### src/rtl/ds3_err_pkg.sv
package ds3_err_pkg;

  // Framing error kind selected by errType
  typedef enum logic [1:0] {
    ERR_OOF   = 2'b00,
    ERR_FM    = 2'b01,
    ERR_FONLY = 2'b10,
    ERR_MONLY = 2'b11
  } err_sel_e;

  localparam int NUM_CNT  = 4;
  localparam int CNT_FRM  = 0;
  localparam int CNT_PAR  = 1;
  localparam int CNT_CPAR = 2;
  localparam int CNT_FEBE = 3;

  // Strobes from control to datapath
  typedef struct packed {
    logic               latch;
    logic [NUM_CNT-1:0] inc;
  } strobe_t;

endpackage

### src/rtl/ds3_sat_cnt.sv
module ds3_sat_cnt #(
  parameter int CNT_W = 16
) (
  input  logic             clk,
  input  logic             rstN,
  input  logic             clr,
  input  logic             inc,
  output logic [CNT_W-1:0] cnt
);
  localparam logic [CNT_W-1:0] CNT_MAX = {CNT_W{1'b1}};
  localparam logic [CNT_W-1:0] CNT_ONE = {{(CNT_W-1){1'b0}}, 1'b1};

  always_ff @(posedge clk) begin
    if (!rstN) begin
      cnt <= '0;
    end else if (clr) begin
      // restart interval; an event in this cycle is kept
      cnt <= inc ? CNT_ONE : '0;
    end else if (inc && (cnt != CNT_MAX)) begin
      cnt <= cnt + CNT_ONE;
    end
  end
endmodule

### src/rtl/ds3_err_ctrl.sv
module ds3_err_ctrl
  import ds3_err_pkg::*;
(
  input  logic       clk,
  input  logic       rstN,
  input  logic       cbitMode,
  input  logic [1:0] errType,
  input  logic       oofLevel,
  input  logic       rxBit,
  input  logic       payloadMark,
  input  logic       pBitMark,
  input  logic       c3Mark,
  input  logic       c4Mark,
  input  logic       frameEnd,
  input  logic       fMiss,
  input  logic       mMiss,
  input  logic       latchReq,
  output strobe_t    strb
);
  err_sel_e errSel;
  logic oofPrev;
  logic oofRise;
  logic frmHit;

  logic runParity;
  logic refParity;
  logic refValid;
  logic cleanFrame;
  logic pBad, c3Bad, febeBad;
  logic pBadNow, c3BadNow, febeBadNow;
  logic frameParity;
  logic frameOk;

  assign errSel  = err_sel_e'(errType);
  assign oofRise = oofLevel & ~oofPrev;

  always_comb begin
    unique case (errSel)
      ERR_OOF:   frmHit = oofRise;
      ERR_FM:    frmHit = fMiss | mMiss;
      ERR_FONLY: frmHit = fMiss;
      ERR_MONLY: frmHit = mMiss;
      default:   frmHit = 1'b0;
    endcase
  end

  // Per-frame evaluation including the current bit
  assign frameParity = runParity ^ (payloadMark & rxBit);
  assign pBadNow     = pBad    | (pBitMark & (rxBit ^ refParity));
  assign c3BadNow    = c3Bad   | (c3Mark   & (rxBit ^ refParity));
  assign febeBadNow  = febeBad | (c4Mark   & ~rxBit);
  assign frameOk     = frameEnd & cleanFrame & ~oofLevel;

  always_comb begin
    strb                = '0;
    strb.latch          = latchReq;
    strb.inc[CNT_FRM]   = frmHit;
    strb.inc[CNT_PAR]   = frameOk & refValid & pBadNow;
    strb.inc[CNT_CPAR]  = frameOk & refValid & cbitMode & c3BadNow;
    strb.inc[CNT_FEBE]  = frameOk & cbitMode & febeBadNow;
  end

  always_ff @(posedge clk) begin
    if (!rstN) begin
      oofPrev    <= 1'b0;
      runParity  <= 1'b0;
      refParity  <= 1'b0;
      refValid   <= 1'b0;
      cleanFrame <= 1'b0;
      pBad       <= 1'b0;
      c3Bad      <= 1'b0;
      febeBad    <= 1'b0;
    end else begin
      oofPrev <= oofLevel;
      if (frameEnd) begin
        runParity  <= 1'b0;
        refParity  <= frameParity;
        refValid   <= frameOk;
        cleanFrame <= ~oofLevel;
        pBad       <= 1'b0;
        c3Bad      <= 1'b0;
        febeBad    <= 1'b0;
      end else begin
        runParity <= frameParity;
        pBad      <= pBadNow;
        c3Bad     <= c3BadNow;
        febeBad   <= febeBadNow;
        if (oofLevel) begin
          cleanFrame <= 1'b0;
          refValid   <= 1'b0;
        end
      end
    end
  end
endmodule

### src/rtl/ds3_err_dpath.sv
module ds3_err_dpath
  import ds3_err_pkg::*;
#(
  parameter int CNT_W = 16
) (
  input  logic                            clk,
  input  logic                            rstN,
  input  strobe_t                         strb,
  output logic [NUM_CNT-1:0][CNT_W-1:0]   liveCnt,
  output logic [NUM_CNT-1:0][CNT_W-1:0]   heldCnt
);
  for (genvar k = 0; k < NUM_CNT; k++) begin : g_cnt
    ds3_sat_cnt #(.CNT_W(CNT_W)) u_cnt (
      .clk  (clk),
      .rstN (rstN),
      .clr  (strb.latch),
      .inc  (strb.inc[k]),
      .cnt  (liveCnt[k])
    );

    always_ff @(posedge clk) begin
      if (!rstN) begin
        heldCnt[k] <= '0;
      end else if (strb.latch) begin
        heldCnt[k] <= liveCnt[k];
      end
    end
  end
endmodule

### src/rtl/ds3_err_counters.sv
module ds3_err_counters
  import ds3_err_pkg::*;
#(
  parameter int CNT_W = 16
) (
  input  logic             clk,
  input  logic             rstN,
  input  logic             cbitMode,
  input  logic [1:0]       errType,
  input  logic             oofLevel,
  input  logic             rxBit,
  input  logic             payloadMark,
  input  logic             pBitMark,
  input  logic             c3Mark,
  input  logic             c4Mark,
  input  logic             frameEnd,
  input  logic             fMiss,
  input  logic             mMiss,
  input  logic             latchReq,
  output logic [CNT_W-1:0] frmErrCnt,
  output logic [CNT_W-1:0] pParErrCnt,
  output logic [CNT_W-1:0] cParErrCnt,
  output logic [CNT_W-1:0] febeErrCnt
);
  strobe_t                       strb;
  logic [NUM_CNT-1:0][CNT_W-1:0] liveCnt;
  logic [NUM_CNT-1:0][CNT_W-1:0] heldCnt;

  ds3_err_ctrl u_ctrl (
    .clk         (clk),
    .rstN        (rstN),
    .cbitMode    (cbitMode),
    .errType     (errType),
    .oofLevel    (oofLevel),
    .rxBit       (rxBit),
    .payloadMark (payloadMark),
    .pBitMark    (pBitMark),
    .c3Mark      (c3Mark),
    .c4Mark      (c4Mark),
    .frameEnd    (frameEnd),
    .fMiss       (fMiss),
    .mMiss       (mMiss),
    .latchReq    (latchReq),
    .strb        (strb)
  );

  ds3_err_dpath #(.CNT_W(CNT_W)) u_dpath (
    .clk     (clk),
    .rstN    (rstN),
    .strb    (strb),
    .liveCnt (liveCnt),
    .heldCnt (heldCnt)
  );

  assign frmErrCnt  = heldCnt[CNT_FRM];
  assign pParErrCnt = heldCnt[CNT_PAR];
  assign cParErrCnt = heldCnt[CNT_CPAR];
  assign febeErrCnt = heldCnt[CNT_FEBE];
endmodule

### config.mk
export PLATFORM = sky130hd
export DESIGN_NAME = ds3_err_counters
export DESIGN_NICKNAME = d
export VERILOG_FILES = /design/src/rtl/ds3_err_pkg.sv /design/src/rtl/ds3_sat_cnt.sv /design/src/rtl/ds3_err_ctrl.sv /design/src/rtl/ds3_err_dpath.sv /design/src/rtl/ds3_err_counters.sv
export SDC_FILE = /design/constraint.sdc
export NUM_CORES = 1
export LEC_CHECK = 0
export CORE_AREA = 4 4 124 96
export CTS_CLUSTER_SIZE = 24
export DETAILED_ROUTE_END_ITERATION = 10
export DIE_AREA = 0 0 128 100
export GPL_TIMING_DRIVEN = 0
export HOLD_SLACK_MARGIN = 0.05
export PLACE_DENSITY = 0.79
export SLEW_MARGIN = 40
export SYNTH_ARGS = -nofsm -noshare
export SYNTH_HDL_FRONTEND = slang
export SYNTH_SLANG_ARGS = --single-unit
### constraint.sdc
create_clock -name clk -period 2.5 [get_ports clk]
set_clock_uncertainty 0.2 [all_clocks]
set_input_delay 0.5 -clock clk [delete_from_list [all_inputs] [get_ports clk]]
set_output_delay 0.5 -clock clk [all_outputs]
set_load 0.005 [all_outputs]
# Word level (Yosys, flattened, before mapping)
# Index checks and enable logic that the tools add are counted.
[totals] regBits=136 elab_cells=77
[classes] n_addsub=4 n_eq_ne=7 n_mux=16 bitwise_logic=23 n_reduce_logical=11
[op_table] operator="$mux W16" n=8
[op_table] operator="$add A16 B1 Y16 const B" n=4
[op_table] operator="$ne A16 B16 Y1 const B" n=4
[op_table] operator="$and A1 B1 Y1" n=13
[op_table] operator="$reduce_bool A2 Y1" n=5
[op_table] operator="$mux W1" n=7
[op_table] operator="$eq A2 B2 Y1 const B" n=2
[op_table] operator="$logic_and A1 B1 Y1" n=4
[op_table] operator="$not A1 Y1" n=4
[op_table] operator="$or A1 B1 Y1" n=4
[op_table] operator="$pmux W1 S4" n=1
[op_table] operator="$eq A2 B1 Y1 const B" n=1
[op_table] operator="$logic_not A2 Y1" n=1
[op_table] operator="$reduce_or A2 Y1" n=1
[op_table] operator="$xor A1 B1 Y1" n=2

# Longest topological paths before layout
[depth] depth_word=8 ltp_mapped=7 mapped_depth_nobuf=6

# Hierarchy
# Synthesis repeated with hierarchy kept, for this count alone.
[unflattened] hier_cells=636 area_unflattened_um2=6137.1
[modules_own_cells] module="ds3_sat_cnt" instances=4 cells_each=98 area_each_um2=835.8 seq_area_each_um2=320.3
[modules_own_cells] module="ds3_err_dpath" instances=1 cells_each=206 area_each_um2=2451.1 seq_area_each_um2=1281.2
[modules_own_cells] module="ds3_err_ctrl" instances=1 cells_each=38 area_each_um2=342.8 seq_area_each_um2=160.2

# Worst setup path after synthesis
# No wires, ideal clock.
[synth_timing] path_type="input port to flip-flop" start="in oofLevel" end="reg u_dpath.g_cnt[2].u_cnt.cnt[10]" t_arrival_ns=1.924 required_time_ns=2.241 path_slack_ns=0.317 path_stages=6 cell_sequence="and4b_1 -> nand2_1 -> or4b_1 -> buf_2 -> or4_1 -> nand2_1"
[synth_between] elab_chain_len=7
[synth_rtl] item="start: declaration" line_no="ds3_err_counters.sv:10" source="input logic oofLevel,"
[synth_rtl] item="$not A1 Y1" line_no="ds3_err_ctrl.sv:52" source="assign frameOk = frameEnd & cleanFrame & ~oofLevel;"
[synth_rtl] item="$and A1 B1 Y1" line_no="ds3_err_ctrl.sv:52"
[synth_rtl] item="$and A1 B1 Y1 (3 in series)" line_no="ds3_err_ctrl.sv:59" source="strb.inc[CNT_CPAR] = frameOk & refValid & cbitMode & c3BadNow;"
[synth_rtl] item="$logic_and A1 B1 Y1" line_no="ds3_sat_cnt.sv:19" source="end else if (inc && (cnt != CNT_MAX)) begin"
[synth_rtl] item="$reduce_bool A2 Y1 (no line)"
[synth_rtl] item="end signal: assignment" line_no="ds3_sat_cnt.sv:18" source="cnt <= inc ? CNT_ONE : '0;"
[synth_rtl] item="end signal: assignment" line_no="ds3_sat_cnt.sv:20" source="cnt <= cnt + CNT_ONE;"
[synth_rtl] item="end: declaration" line_no="ds3_sat_cnt.sv:8" source="output logic [CNT_W-1:0] cnt"
# Every way passes these cells.
# A chain may end at the register's enable or synchronous reset.

==> tab_implementation.tex <==
\begin{tabular}{lr}
\hline
Metric & Value \\
\hline
\multicolumn{2}{l}{\textbf{Setup path}} \\
Data required time at the worst endpoint & 2.58 ns \\
Buffers \& Inverters on Critical Path & 3 \\
Largest fanout of any net on the critical path & 10 \\
Arrival @ worst endpoint & 2.46 ns \\
CP top delay family & buffers and inverters \\
Endpoint class of the critical path & flip-flop \\
Crit-path slowest cell & sky130\_fd\_sc\_hd\_\_buf\_1 \\
Chain of cells forming the critical path & clkdlybuf4s50\_1 > clkbuf\_1 > buf\_1 > mux2i\_1 > nor2\_1 \\
Worst path max stage delay & 0.63 ns \\
Critical path class & in2reg \\
Launching element type of the critical path & primary input \\
\multicolumn{2}{l}{\textbf{Power}} \\
Power per standard cell area & 654 nW/um\^{}2 \\
Net load switching power & 1020 uW \\
Switching share of power & 21.2\% \\
Fraction of power consumed by sequential logic & 45.3\% \\
Static leakage power & 0.00273 uW \\
Combinational fraction of design power & 3.9\% \\
Fraction of power consumed by the clock network & 50.8\% \\
Total power consumption of the routed design & 4830 uW \\
Maximum VDD drop & 0.472 mV \\
Internal cell power & 3800 uW \\
\multicolumn{2}{l}{\textbf{Floorplan}} \\
Full die area & 12800 um\^{}2 \\
Starting Density & 53.9\% \\
Number of placement rows & 33 \\
Num ports & 79 \\
Die span in y & 100 um \\
Area of the core & 10700 um\^{}2 \\
Width of the die & 128 um \\
\multicolumn{2}{l}{\textbf{Layout}} \\
Area Overhead vs Synth & 27.4\% \\
Number of antenna diodes & 0 \\
Layout net count & 739 \\
Layout fillers & 810 \\
Area of the multi-input gates & 2960 um\^{}2 \\
Sequential cell area in the final layout & 2720 um\^{}2 \\
Post-route cell area & 7370 um\^{}2 \\
Fraction of layout cells with a size suffix above 1 & 7.79\% \\
\multicolumn{2}{l}{\textbf{GRT}} \\
Number of antenna violations at the first check in global routing & 0 \\
Aggregate global routing overflow & 0 \\
Wire length of the first global-routing pass & 22900 um \\
Overall fraction of global-route tracks in use & 22.1\% \\
Via count of the first global-routing pass & 4706 \\
Maximum number of pins on one net before global-route repair & 17 \\
\multicolumn{2}{l}{\textbf{Synthesis}} \\
Post-Synthesis Net Count & 642 \\
Main combinational cell family by area after synthesis & simple AND/OR/NAND/NOR gates \\
Share of synthesized area occupied by flip-flops and latches & 47.0\% \\
Area of the mapped netlist & 5790 um\^{}2 \\
Share of synthesized cell area in and, or, nand and nor gates & 23.0\% \\
Synth Area in XOR/XNOR & 5.12\% \\
Fraction of the mapped netlist area in adder cells & 0.865\% \\
Yosys warning total & 0 \\
Most area-hungry cell type in the Yosys netlist & sky130\_fd\_sc\_hd\_\_dfxtp\_1 \\
Top cells by area, synth & sky130\_fd\_sc\_hd\_\_dfxtp\_1 (47\%), sky130\_fd\_sc\_hd\_\_mux2i\_1 (12\%), sky130\_fd\_sc\_hd\_\_nor2\_1 (7.8\%) \\
Unique masters post-synth & 57 \\
Share of synthesized area spent on multiplexers & 11.8\% \\
Post-synthesis register bit count & 136 \\
Top\_reg\_cell synth & sky130\_fd\_sc\_hd\_\_dfxtp\_1 \\
Compound-cell area share of the yosys netlist & 9.66\% \\
Average footprint of a synthesized cell & 9.29 um\^{}2 \\
Share of flip-flops with an asynchronous set or reset & 0\% \\
EDFF count, synth & 0 \\
Number of instances in the synthesized netlist & 623 \\
Area fraction of the dominant cell type after synthesis & 47.0\% \\
\multicolumn{2}{l}{\textbf{Timing}} \\
Total count of hold-check failures in the final report & 0 \\
RSZ-0062 raised after global routing & false \\
Ratio of final minimum period to clock period & 95.4\% \\
Tmin final & 2.39 ns \\
Max-slew violation total from the final report & 0 \\
Final setup violation count & 0 \\
Maximum clock frequency & 0.419 GHz \\
Setup Total Neg Slack & 0 ns \\
Max-slew headroom & 43.9\% \\
Setup ws final & 0.115 ns \\
Slew at the pin closest to its max-slew limit & 0.839 ns \\
\multicolumn{2}{l}{\textbf{Placement}} \\
Number of port buffers & 77 \\
Final RePlAce weighted congestion & 0.887 \\
Area after detailed placement & 6730 um\^{}2 \\
Worst setup slack after placement & -0.463 ns \\
Post-detailed-placement half-perimeter wirelength & 9770 um \\
\multicolumn{2}{l}{\textbf{Detailed routing}} \\
DRT iter0 DRCs & 361 \\
Average wire per standard cell & 15.9 um \\
Total vias in the final route & 4950 \\
Total length of routed wires & 13900 um \\
Drt drc & 0 \\
Post-route antenna net violation count & 0 \\
Number of iterations in the first detailed-routing pass & 6 \\
Number of vias per cell after detailed routing & 5.68 \\
\multicolumn{2}{l}{\textbf{Clock tree}} \\
Clk Tree Root Cell & sky130\_fd\_sc\_hd\_\_clkbuf\_16 \\
Sink Count & 136 \\
Clock insertion delay at the later pin of the skew report & 0.42 ns \\
Buffer levels on the longest clock path & 2 \\
CTS H-tree lvls & 4 \\
CTS tree & done \\
Hold\_buf cts & 0 \\
Post-CTS Repair Setup Buffers & 0 \\
Clock transition at the registers of the reported paths & 0.05 ns \\
Clock buffer count from CTS & 17 \\
\multicolumn{2}{l}{\textbf{Min path}} \\
Worst Hold Class & in2reg \\
\multicolumn{2}{l}{\textbf{Job}} \\
Maximum capacitance violations & 0 \\
\multicolumn{2}{l}{\textbf{Outcome}} \\
Result of the run & finished, final reports clean \\
\hline
\end{tabular}
==> power groups by stage <==
stage	Clock [uW]	Combinational (uW)	Sequential, uW
6_report	2450	189	2190
5_1_grt	2560	204	2190
4_1_cts	2460	186	2190
3_5_place_dp	0	184	2230
3_3_place_gp	0	180	2230
2_1_floorplan	0	116	2230
==> through the flow <==
| step | util [%] | hold WS, ns | cells |
|---|---|---|---|
| global route | 68.7 | 0.279 | 872 |
| detailed placement | 62.7 | 0.282 | 840 |
| finish | 68.7 | 0.279 | 872 |
| global placement | 62.7 | 0.267 | 840 |
| floorplan | - | 0.253 | 623 |
| CTS | 68.4 | 0.300 | 871 |
==> cells in the final DEF, fill, tap and decap left out, types with 5 or more instances in the layout <==
cell type                         count
sky130_fd_sc_hd__a21oi_1             23
sky130_fd_sc_hd__xnor2_1             28
sky130_fd_sc_hd__clkdlybuf4s50_1     74
sky130_fd_sc_hd__and2_1               5
sky130_fd_sc_hd__mux2i_1             68
sky130_fd_sc_hd__or3_1                9
sky130_fd_sc_hd__a31oi_1              5
sky130_fd_sc_hd__nor4b_1              5
sky130_fd_sc_hd__nor4_1               6
sky130_fd_sc_hd__a41o_1               5
sky130_fd_sc_hd__nor2_1             121
sky130_fd_sc_hd__clkbuf_16           17
sky130_fd_sc_hd__and4_1               8
sky130_fd_sc_hd__clkbuf_1            23
sky130_fd_sc_hd__and3_1               5
sky130_fd_sc_hd__inv_1                7
sky130_fd_sc_hd__dfxtp_1            136
sky130_fd_sc_hd__or4_1                5
sky130_fd_sc_hd__clkinv_2             6
sky130_fd_sc_hd__nand3_1             24
sky130_fd_sc_hd__or2_2                5
sky130_fd_sc_hd__o21ai_0             15
sky130_fd_sc_hd__nand4_1             11
sky130_fd_sc_hd__nor3_1               5
sky130_fd_sc_hd__buf_1                7
sky130_fd_sc_hd__nand2_1             30
==> layout make-up <==
| cell class | instances | area share, % |
|---|---|---|
| plain buffers | 32 | 1.68 |
| multi-input cells | 448 | 40.1 |
| clock buffers | 22 | 6.57 |
| clock inverters | 9 | 1.32 |
| inverters | 7 | 0.356 |
| well taps | 140 | 2.38 |
| flip-flops and latches | 136 | 36.9 |
| repair buffers | 78 | 10.6 |
==> final timing paths <==
kind | start | endpoint | slack, ns | depth (start not counted)
max | latchReq | u_dpath.heldCnt[63] | 0.11 | 5
min | oofLevel | u_ctrl.oofPrev | 0.28 | 2
max reg2reg | u_dpath.g_cnt[1].u_cnt.cnt[0] | u_dpath.g_cnt[1].u_cnt.cnt[10] | 0.19 | 6
min reg2reg | u_dpath.heldCnt[9] | u_dpath.heldCnt[9] | 0.29 | 2
==> per-layer routing <==
metal  GRT usage [%]  vias up  wire, um
li1                -     2416         -
met1            29.8     2340      6440
met2            34.8      173      6440
met3            5.37       21       782
met4            7.91        0       222
met5               0        -         0
==> cells by family after synthesis <==
family / count (synthesis)
AO/OA/AOI/OAI: 80
XOR/XNOR: 33
adder cells (fa/ha/maj): 4
buffers and inverters: 39
flip-flops: 136
multiplexers: 68
AND/OR/NAND/NOR: 263
==> cells in the mapped netlist (all sizes together), types with 6 or more instances <==
| cell | number |
|---|---|
| dfxtp | 136 |
| o21ai | 16 |
| xnor2 | 28 |
| nand2 | 30 |
| nor4b | 6 |
| nand4 | 12 |
| nor3 | 7 |
| nand3 | 24 |
| and4 | 9 |
| nor4 | 9 |
| mux2i | 68 |
| inv | 7 |
| a21oi | 24 |
| buf | 9 |
| or3 | 9 |
| nor2 | 121 |
| clkbuf | 23 |
==> worst reg2reg max path: stages (launching register included) <==
cell and delay, ns:
sky130_fd_sc_hd__dfxtp_1 0.44, sky130_fd_sc_hd__ha_1 0.27, sky130_fd_sc_hd__nand3_1 0.13, sky130_fd_sc_hd__or2_2 0.35, sky130_fd_sc_hd__a2111oi_1 0.56, sky130_fd_sc_hd__xnor2_1 0.19, sky130_fd_sc_hd__nor2_1 0.06
==> timing repair <==
item	CTS	global route
cloned	0	0
pin swaps	0	1
resized for setup	5	10
endpoints found under the setup margin	6	22
==> sequential cells by signal, indices dropped and copies added, names as in the netlist <==
| signal | count |
|---|---|
| u_ctrl.cleanFrame | 1 |
| u_ctrl.pBad | 1 |
| u_ctrl.runParity | 1 |
| u_ctrl.refParity | 1 |
| u_ctrl.c3Bad | 1 |
| u_dpath.g_cnt.u_cnt.cnt | 64 |
| u_ctrl.oofPrev | 1 |
| u_ctrl.febeBad | 1 |
| u_ctrl.refValid | 1 |
| u_dpath.heldCnt | 64 |
No activity file was read; power rests on OpenSTA's default activity.
